**src/rtl/rail_seq_pkg.sv**
```systemverilog
package rail_seq_pkg;
   localparam int NUM_TMR = 3;
   localparam int SLOT_W  = 3;
   localparam int CODE_W  = 3;

   localparam logic [1:0] TRIG_EN0 = 2'd0;
   localparam logic [1:0] TRIG_EN1 = 2'd1;
   localparam logic [1:0] TRIG_SW  = 2'd2;
   localparam logic [1:0] SRC_SW   = 2'd3;
   localparam logic [1:0] MODE_SLEEP  = 2'd1;
   localparam logic [1:0] MODE_LOWPWR = 2'd2;

   typedef struct packed {
      logic              sw_trig;
      logic [CODE_W-1:0] code;
      logic [1:0]        src;
   } tmr_cfg_t;

   typedef struct packed {
      logic              sw_en;
      logic [1:0]        mode;
      logic [SLOT_W-1:0] dn_slot;
      logic [SLOT_W-1:0] up_slot;
      logic [1:0]        src;
   } slv_cfg_t;

   typedef struct packed {
      logic              valid;
      logic              dir;
      logic [SLOT_W-1:0] slot;
   } slot_ev_t;
endpackage

```
**src/rtl/rs_tick_gen.sv**
```systemverilog
module rs_tick_gen #(
   parameter int CLK_PER_US = 50
)(
   input  logic clk,
   input  logic rst_n,
   output logic tick
);
   if (CLK_PER_US == 1) begin : g_passthru
      assign tick = 1'b1;
   end else begin : g_div
      localparam int W = $clog2(CLK_PER_US);
      logic [W-1:0] cnt_q;
      assign tick = (cnt_q == W'(CLK_PER_US - 1));
      always_ff @(posedge clk or negedge rst_n) begin
         if (!rst_n)    cnt_q <= '0;
         else if (tick) cnt_q <= '0;
         else           cnt_q <= cnt_q + W'(1);
      end
   end
endmodule

```
**src/rtl/rs_slot_timer.sv**
```systemverilog
module rs_slot_timer import rail_seq_pkg::*; #(
   parameter int BASE_US = 40
)(
   input  logic              clk,
   input  logic              rst_n,
   input  logic              tick,
   input  logic              trig,
   input  logic [CODE_W-1:0] code,
   output slot_ev_t          ev,
   output logic              busy,
   output logic              done
);
   localparam int MAX_US = BASE_US << ((1 << CODE_W) - 1);
   localparam int CNT_W  = $clog2(MAX_US + 1);

   logic              trig_q;
   logic [SLOT_W-1:0] slot_q;
   logic [CNT_W-1:0]  us_q;
   logic [CNT_W-1:0]  period;

   assign period = CNT_W'(BASE_US) << code;

   always_ff @(posedge clk or negedge rst_n) begin
      if (!rst_n) begin
         trig_q <= 1'b0;
         slot_q <= '0;
         us_q   <= '0;
         ev     <= '0;
         busy   <= 1'b0;
         done   <= 1'b0;
      end else begin
         ev.valid <= 1'b0;
         done     <= 1'b0;
         if (trig != trig_q) begin
            trig_q <= trig;
            ev     <= '{valid: 1'b1, dir: trig, slot: '0};
            slot_q <= '0;
            us_q   <= '0;
            busy   <= 1'b1;
         end else if (busy && tick) begin
            if (us_q == period - CNT_W'(1)) begin
               us_q   <= '0;
               slot_q <= slot_q + SLOT_W'(1);
               ev     <= '{valid: 1'b1, dir: trig_q, slot: slot_q + SLOT_W'(1)};
               if (slot_q == SLOT_W'((1 << SLOT_W) - 2)) begin
                  busy <= 1'b0;
                  done <= 1'b1;
               end
            end else begin
               us_q <= us_q + CNT_W'(1);
            end
         end
      end
   end
endmodule

```
**src/rtl/rs_slave.sv**
```systemverilog
module rs_slave import rail_seq_pkg::*; #(
   parameter bit IS_REG = 1'b1
)(
   input  logic     clk,
   input  logic     rst_n,
   input  slv_cfg_t cfg,
   input  slot_ev_t ev [NUM_TMR],
   output logic     en,
   output logic     lp
);
   slot_ev_t sel;
   logic     hit_up, hit_dn, lp_on_dn;

   always_comb begin
      case (cfg.src)
         2'd0:    sel = ev[0];
         2'd1:    sel = ev[1];
         2'd2:    sel = ev[2];
         default: sel = '0;
      endcase
   end

   assign hit_up = sel.valid &&  sel.dir && (sel.slot == cfg.up_slot);
   assign hit_dn = sel.valid && !sel.dir && (sel.slot == cfg.dn_slot);

   if (IS_REG) begin : g_reg
      assign lp_on_dn = en;
   end else begin : g_plain
      assign lp_on_dn = 1'b0;
   end

   always_ff @(posedge clk or negedge rst_n) begin
      if (!rst_n) begin
         en <= 1'b0;
         lp <= 1'b0;
      end else if (cfg.src == SRC_SW) begin
         en <= cfg.sw_en;
         lp <= 1'b0;
      end else if (hit_up) begin
         en <= 1'b1;
         lp <= 1'b0;
      end else if (hit_dn) begin
         case (cfg.mode)
            MODE_SLEEP: begin
               en <= 1'b0;
               lp <= 1'b0;
            end
            MODE_LOWPWR: lp <= lp_on_dn;
            default: ;
         endcase
      end
   end
endmodule

```
**src/rtl/rail_seq_ctrl.sv**
```systemverilog
module rail_seq_ctrl import rail_seq_pkg::*; #(
   parameter int          NUM_SLAVES = 6,
   parameter int          CLK_PER_US = 50,
   parameter int          BASE_US    = 40,
   parameter logic [15:0] REG_MASK   = 16'h000F,
   parameter int          ADDR_W     = 5,
   parameter int          DATA_W     = 16
)(
   input  logic                  clk,
   input  logic                  rst_n,
   input  logic                  hw_en0,
   input  logic                  hw_en1,
   input  logic                  wr_en,
   input  logic [ADDR_W-1:0]     wr_addr,
   input  logic [DATA_W-1:0]     wr_data,
   output logic [NUM_SLAVES-1:0] rail_en,
   output logic [NUM_SLAVES-1:0] rail_lp,
   output logic [NUM_TMR-1:0]    seq_busy,
   output logic [NUM_TMR-1:0]    seq_done
);
   localparam int SLV_BASE = 1 << (ADDR_W - 1);
   localparam int TCFG_W   = $bits(tmr_cfg_t);
   localparam int SCFG_W   = $bits(slv_cfg_t);

   if (NUM_SLAVES < 1 || NUM_SLAVES > SLV_BASE || NUM_SLAVES > 16) begin : g_bad_slaves
      $error("NUM_SLAVES out of range for the address map");
   end
   if (DATA_W < SCFG_W) begin : g_bad_data
      $error("DATA_W too narrow for a channel word");
   end
   if (CLK_PER_US < 1 || BASE_US < 1) begin : g_bad_time
      $error("CLK_PER_US and BASE_US must be positive");
   end

   logic     tick;
   tmr_cfg_t tcfg_q [NUM_TMR];
   slv_cfg_t scfg_q [NUM_SLAVES];
   slot_ev_t tev    [NUM_TMR];
   logic [NUM_TMR-1:0] trig;

   rs_tick_gen #(.CLK_PER_US(CLK_PER_US)) u_tick (
      .clk(clk), .rst_n(rst_n), .tick(tick)
   );

   for (genvar t = 0; t < NUM_TMR; t++) begin : g_tmr
      always_ff @(posedge clk or negedge rst_n) begin
         if (!rst_n)
            tcfg_q[t] <= '0;
         else if (wr_en && wr_addr == ADDR_W'(t))
            tcfg_q[t] <= tmr_cfg_t'(wr_data[TCFG_W-1:0]);
      end

      always_comb begin
         case (tcfg_q[t].src)
            TRIG_EN0: trig[t] = hw_en0;
            TRIG_EN1: trig[t] = hw_en1;
            TRIG_SW:  trig[t] = tcfg_q[t].sw_trig;
            default:  trig[t] = 1'b0;
         endcase
      end

      rs_slot_timer #(.BASE_US(BASE_US)) u_timer (
         .clk(clk), .rst_n(rst_n), .tick(tick), .trig(trig[t]),
         .code(tcfg_q[t].code), .ev(tev[t]),
         .busy(seq_busy[t]), .done(seq_done[t])
      );
   end

   for (genvar s = 0; s < NUM_SLAVES; s++) begin : g_slv
      always_ff @(posedge clk or negedge rst_n) begin
         if (!rst_n)
            scfg_q[s] <= '0;
         else if (wr_en && wr_addr == ADDR_W'(SLV_BASE + s))
            scfg_q[s] <= slv_cfg_t'(wr_data[SCFG_W-1:0]);
      end

      rs_slave #(.IS_REG(REG_MASK[s])) u_slave (
         .clk(clk), .rst_n(rst_n), .cfg(scfg_q[s]), .ev(tev),
         .en(rail_en[s]), .lp(rail_lp[s])
      );
   end
endmodule

```
**config.mk**
```make
export PLATFORM = sky130hd
export DESIGN_NAME = rail_seq_ctrl
export DESIGN_NICKNAME = d
export VERILOG_FILES = /design/src/rtl/rail_seq_pkg.sv /design/src/rtl/rs_tick_gen.sv /design/src/rtl/rs_slot_timer.sv /design/src/rtl/rs_slave.sv /design/src/rtl/rail_seq_ctrl.sv
export SDC_FILE = /design/constraint.sdc
export NUM_CORES = 1
export LEC_CHECK = 0
export BUFFER_PORTS_ARGS = -buffer_cell sky130_fd_sc_hd__clkbuf_2
export CORE_MARGIN = 2
export CORE_UTILIZATION = 35
export DETAILED_ROUTE_END_ITERATION = 8
export SETUP_SLACK_MARGIN = 0.05
export SYNTH_ARGS = -nofsm -noshare
export SYNTH_HDL_FRONTEND = slang
export SYNTH_HIERARCHICAL = 1
export SYNTH_SLANG_ARGS = --single-unit
```
**constraint.sdc**
```tcl
create_clock -name clk -period 3.5 [get_ports clk]
set_input_delay 0.175 -clock clk [delete_from_list [all_inputs] [get_ports clk]]
set_output_delay 0.175 -clock clk [all_outputs]
set_load 0.02 [all_outputs]
```
==> impl_metrics.py, run 1 <==
metrics = {
    "synth": {
        "avgSynthCellArea_um2": 10.4,
        "synth_nets": 1082,
        "synth_cell_types": 82,
        "synth-edff-count": 0,
        "async_flop_share": 1.00,
        "ys_ff_latch": 172,
        "syn_area_um2": 10700,
        "synth_top_flop_cell": "dfrtp_1",
        "synth-seq-area-share": 0.402,
        "ys_warn_count": 6,
        "syn_inst": 1034,
    },
    "layout": {
        "diodes": 0,
        "nets": 1083,
        "final_layout_size_suffix_gt1_frac": 0.204,
        "final_cell_mix": "dfrtp_1, mux2_2, nand2_1",
        "final_util": 0.381,
        "multiInputGateArea_um2": 5790,
        "final_common_cell": "dfrtp_1",
        "syn2layout_area_growth_pct": 7.92,
        "fill_cells": 2963,
        "seqCellArea_um2": 4300,
    },
    "clock_tree": {
        "clkTransAtPathRegs_ps": 60,
        "cts_tree": "built",
        "clk_latency_ps": 430,
        "cts.sinks": 172,
        "cts_setup_buffers": 0,
        "cts.path.max_buffers": 2,
        "cts_hold_buffers": 1,
        "post_cts_resized": 0,
        "clockRootBuffer": "clkbuf_16",
        "h-tree-depth": 4,
        "cts_buffers": 17,
    },
    "sta": {
        "fin_crit_sh": 0.834,
        "setup_viol": 0,
        "rsz0062_at_grt": "no",
        "fmax_mhz": 343,
        "min_period_ps": 2920,
        "fin_setup_tns_ps": 0,
        "slew_viol_final": 0,
        "final_hold_viol_count": 0,
        "tightest_slew_ps": 1000,
        "slew_headroom": 0.331,
        "fin_skew_ps": 9.60,
    },
    "die": {
        "die_w_um": 179,
        "core_area_um2": 30300,
        "ioPinCount": 44,
        "rows": 64,
        "fp.dieH_um": 179,
        "start_util": 0.353,
        "fp.dieArea_um2": 32000,
    },
    "route": {
        "drt_wl_total_um": 25000,
        "drc": 0,
        "routedWlPerCell_um": 17.4,
        "drtPass1Iterations": 5,
        "drt_iter0_markers": 392,
        "ant_nets": 0,
        "vias_per_cell": 5.32,
        "dr_total_vias": 7666,
    },
    "global_routing": {
        "grt_antenna_before_repair": 0,
        "grt-ovfl-total": 0,
        "grt_usage": 0.166,
        "grt_max_degree": 100,
        "grt_pass1_wl_um": 41500,
        "grt_pass1_vias": 7548,
    },
    "worst_setup_path": {
        "endpoint_kind": "register",
        "cp.arrival_ps": 3210,
        "path_max_fanout": 15,
        "cp-start-kind": "register",
        "required_ps": 3790,
        "worstSetupPathType": "register to register",
    },
    "power_and_ir_drop": {
        "total_leakage_power_nw": 4.69,
        "ir_worst_vdd_mv": 0.317,
        "power_density_nw_per_um2": 540,
        "power_mw": 6.24,
    },
    "run": {
        "maxCapViolCount": 0,
    },
    "place": {
        "port_buffers": 36,
        "gp_congestion": 0.856,
        "dpl.hpwl_um": 16700,
    },
    "hold_path": {
        "min_path_type": "input port to register",
    },
    "run_status": {
        "status": "completed",
    },
}
## cells by family after synthesis
kind of cell | count (synthesis) | synth area share
AOI/OAI and AO/OA | 203 | 0.134
buffers and inverters | 94 | 0.0583
xor gates and xnor gates | 67 | 0.0555
DFF | 172 | 0.402
and+or+nand+nor | 349 | 0.192
muxes | 125 | 0.131
other | 2 | 0.000701
adders and majority gates | 22 | 0.0257
## worst paths after layout
path                                            start                        end  slack [ps]  cells after the start
worst max-delay path                        tcfg_q[2]  g_tmr[2].u_timer/us_q[11]         580                      8
min in group asynchronous                       rst_n   g_tmr[1].u_timer/us_q[4]         390                      2
max in group asynchronous                       rst_n                 scfg_q[22]        2000                      3
worst min-delay path                       wr_data[8]                 scfg_q[30]         150                      2
worst max register to register              tcfg_q[2]  g_tmr[2].u_timer/us_q[11]         580                      8
worst min register to register  u_tick/g_div.cnt_q[0]      u_tick/g_div.cnt_q[0]         510                      1
## power breakdown
part	switching [mW]	total (mW)	internal (mW)
Clock	0.780	1.95	1.17
Sequential	0.486	2.75	2.26
Combinational	0.818	1.54	0.724
## sequential cells by signal, summed over array words and instances, names as in the netlist
| name | count |
|---|---|
| scfg_q | 66 |
| tcfg_q | 18 |
| g_slv.u_slave/lp | 4 |
| g_tmr.u_timer/busy | 3 |
| g_tmr.u_timer/ev | 15 |
| g_slv.u_slave/en | 6 |
| g_tmr.u_timer/us_q | 39 |
| g_tmr.u_timer/trig_q | 3 |
| g_tmr.u_timer/done | 3 |
| g_tmr.u_timer/slot_q | 9 |
| u_tick/g_div.cnt_q | 6 |
## Yosys cell counts, types with 6 or more instances
cell type / count / area (um2)
o21ai_0: 64 / 320
nand4b_1: 8 / 70.1
o21ai_2: 13 / 114
nor3b_1: 14 / 105
mux2_2: 73 / 822
mux2i_1: 37 / 370
dfrtp_1: 172 / 4300
buf_6: 24 / 270
o22ai_1: 6 / 37.5
o2111ai_1: 8 / 70.1
a21oi_1: 22 / 110
buf_4: 9 / 67.6
xor2_1: 36 / 315
nand2_1: 66 / 248
nand3b_1: 27 / 203
xnor2_1: 30 / 263
buf_2: 11 / 55.1
ha_1: 22 / 275
and3_1: 11 / 68.8
or4_1: 9 / 67.6
nand2b_1: 24 / 150
nor2b_1: 10 / 62.6
nor3_1: 35 / 175
clkbuf_1: 16 / 60.1
nor2_1: 34 / 128
inv_1: 31 / 116
o221ai_1: 11 / 96.3
nand3_1: 61 / 305
or3_1: 6 / 37.5
o21ai_1: 17 / 85.1
mux2_4: 10 / 150
## area by class of cell
type / instances / share of cell area
flip-flops and latches: 172 / 0.372
inverters: 31 / 0.0101
clock buffers: 23 / 0.0413
well taps: 396 / 0.0429
repair buffers: 45 / 0.0233
multi-input cells: 768 / 0.500
clock inverters: 7 / 0.00985
## metal layers
layer / up-vias / track usage / wire (um)
li1: 3772 / - / -
met3: 24 / 0.0269 / 821
met4: 0 / 0.0447 / 282
met2: 94 / 0.268 / 11800
met1: 3776 / 0.229 / 12200
met5: - / 0 / 0
## critical path, stage by stage (launching register included)
cell and delay (ps):
dfrtp_1 610, or3b_2 490, ha_1 310, xnor2_1 150, a311oi_2 200, o2111a_2 280, o2111ai_4 210, o21ai_1 440
nor2_1 90
## per-stage QoR
step           cells  hold WS (ps)  area (um2)  setup WS [ps]
2_1_floorplan   1034          -121       10700            835
3_3_place_gp    1411           375       11000            638
3_5_place_dp    1411           371       11000            633
4_1_cts         1442           128       11600            587
5_1_grt         1442           132       11600            397
6_report        1442           146       11600            583
No activity file was read; power rests on OpenSTA's default activity.
==> run 2: changes to the inputs <==
==> constraint.sdc (replaced) <==
create_clock -name clk -period 2.7 [get_ports clk]
set_input_delay 0.135 -clock clk [delete_from_list [all_inputs] [get_ports clk]]
set_output_delay 0.135 -clock clk [all_outputs]
set_load 0.02 [all_outputs]
==> impl_metrics.py, run 2 (synthesis gave the netlist of run 1 again) <==
metrics = {
    "global_routing": {
        "grt_max_degree": 66,
        "grt_antenna_before_repair": 0,
        "grt_pass1_vias": 7857,
        "grt-ovfl-total": 0,
        "grt_usage": 0.169,
        "grt_pass1_wl_um": 42300,
    },
    "layout": {
        "nets": 1115,
        "largest_reg_flops": 66,
        "reg_top3": "scfg_q x66, g_tmr.u_timer/us_q x39, tcfg_q x18",
        "fill_cells": 2929,
        "syn2layout_area_growth_pct": 12.1,
        "diodes": 0,
        "final_common_cell": "dfrtp_1",
        "top_register": "scfg_q",
        "seqCellArea_um2": 4310,
        "multiInputGateArea_um2": 5890,
        "final_cell_mix": "dfrtp_1, mux2_2, nand2_1",
        "final_layout_size_suffix_gt1_frac": 0.243,
    },
    "worst_setup_path": {
        "slowest_stage": "or4_4",
        "path_max_fanout": 4,
        "crit_family": "simple AND/OR/NAND/NOR gates",
        "r2r_cells": 8,
        "endpoint_kind": "register",
        "slowest_delay_ps": 540,
        "worstSetupPathType": "register to register",
        "cp.arrival_ps": 2980,
        "cp-start-kind": "register",
        "cp_num_buf_inv": 0,
        "path_depth": 8,
        "worstPathCellList": "or3b_4, ha_4, xnor2_1, a311oi_2, o2111a_2, o2111ai_4, or4_4, a21oi_2",
        "required_ps": 3060,
    },
    "clock_tree": {
        "clockRootBuffer": "clkbuf_16",
        "clkTransAtPathRegs_ps": 70,
        "h-tree-depth": 4,
        "cts.path.max_buffers": 2,
        "cts_buffers": 17,
        "cts_tree": "built",
        "clk_latency_ps": 430,
        "cts.sinks": 172,
    },
    "place": {
        "dpl.hpwl_um": 17400,
        "port_buffers": 36,
        "gp_congestion": 0.823,
        "place_ws_ps": 111,
    },
    "die": {
        "core_area_um2": 30300,
        "ioPinCount": 44,
        "fp.dieArea_um2": 32000,
        "rows": 64,
        "fp.dieH_um": 179,
        "die_w_um": 179,
        "start_util": 0.353,
    },
    "sta": {
        "fin_crit_sh": 0.968,
        "rsz0062_at_grt": "yes",
        "fin_skew_ps": 13.5,
        "final_hold_viol_count": 0,
        "setup_ws_ps": 85.8,
        "tightest_slew_ps": 698,
        "setup_viol": 0,
        "slew_headroom": 0.535,
        "hold-worst-slack_ps": 114,
        "min_period_ps": 2610,
        "slew_viol_final": 0,
        "fmax_mhz": 383,
        "fin_setup_tns_ps": 0,
    },
    "power_and_ir_drop": {
        "total_leakage_power_nw": 4.88,
        "ir_worst_vdd_mv": 0.432,
        "power_density_nw_per_um2": 712,
    },
    "route": {
        "drt_wl_total_um": 25900,
        "drtPass1Iterations": 5,
        "drc": 0,
        "vias_per_cell": 5.32,
        "dr_total_vias": 7856,
        "routedWlPerCell_um": 17.5,
        "ant_nets": 0,
        "drt_iter0_markers": 411,
    },
    "run_status": {
        "status": "completed",
    },
    "hold_path": {
        "hold_depth": 2,
        "min_path_type": "input port to register",
    },
    "run": {
        "maxCapViolCount": 0,
    },
}
## run 2: changes by cell type in the layout (fill, tap and decap cells not counted), moves of 3 or more
cell        change
clkinvlp_4      +3
buf_4          +30
o21ai_1         -3
o21ai_2         +3
## run 2: repair_timing
action | in CTS | in global routing
resized for setup | 0 | 21
buffers inserted | 0 | 7
setup endpoints to repair | 0 | 27
hold buffers | 1 | 0
endpoints found under the hold margin | 58 | 0
## run 2: path summary, 6_finish.rpt
path | endpoint | slack (ps) | startpoint
max reg2reg | g_tmr[2].u_timer/slot_q[2] | 90 | tcfg_q[4]
max | g_tmr[2].u_timer/slot_q[2] | 90 | tcfg_q[4]
min | scfg_q[28] | 110 | wr_data[6]
max in group asynchronous | scfg_q[46] | 1610 | rst_n
min in group asynchronous | g_tmr[1].u_timer/us_q[7] | 280 | rst_n
min reg2reg | scfg_q[19] | 510 | scfg_q[19]
## run 2: report_power, final
part	switching, mW	internal (mW)
clock network	1.03	1.72
registers	0.562	2.94
logic	1.20	1.10
total	2.80	5.75
## run 2: final cells by class
cell class / instances / area share
Multi-Input combinational cell: 768 / 0.491
Sequential cell: 172 / 0.359
Timing Repair Buffer: 77 / 0.0445
Tap cell: 396 / 0.0413
Clock buffer: 22 / 0.0395
Clock inverter: 10 / 0.0155
Inverter: 31 / 0.00969
## run 2: stage by stage
stage               utilization  std cells  power (mW)  cell area, um2
finish                    0.396       1476        8.55           12000
global route              0.396       1476        9.04           12000
CTS                       0.390       1469        8.52           11800
detailed placement        0.368       1436        5.75           11200
global placement          0.368       1436        5.67           11200
floorplan                     -       1034        5.07           10700
## run 2: per-layer routing
metal | share of wire | track usage
met3 | 0.036 | 0.0303
met5 | 0 | 0
met4 | 0.013 | 0.0461
met2 | 0.48 | 0.282
met1 | 0.47 | 0.227
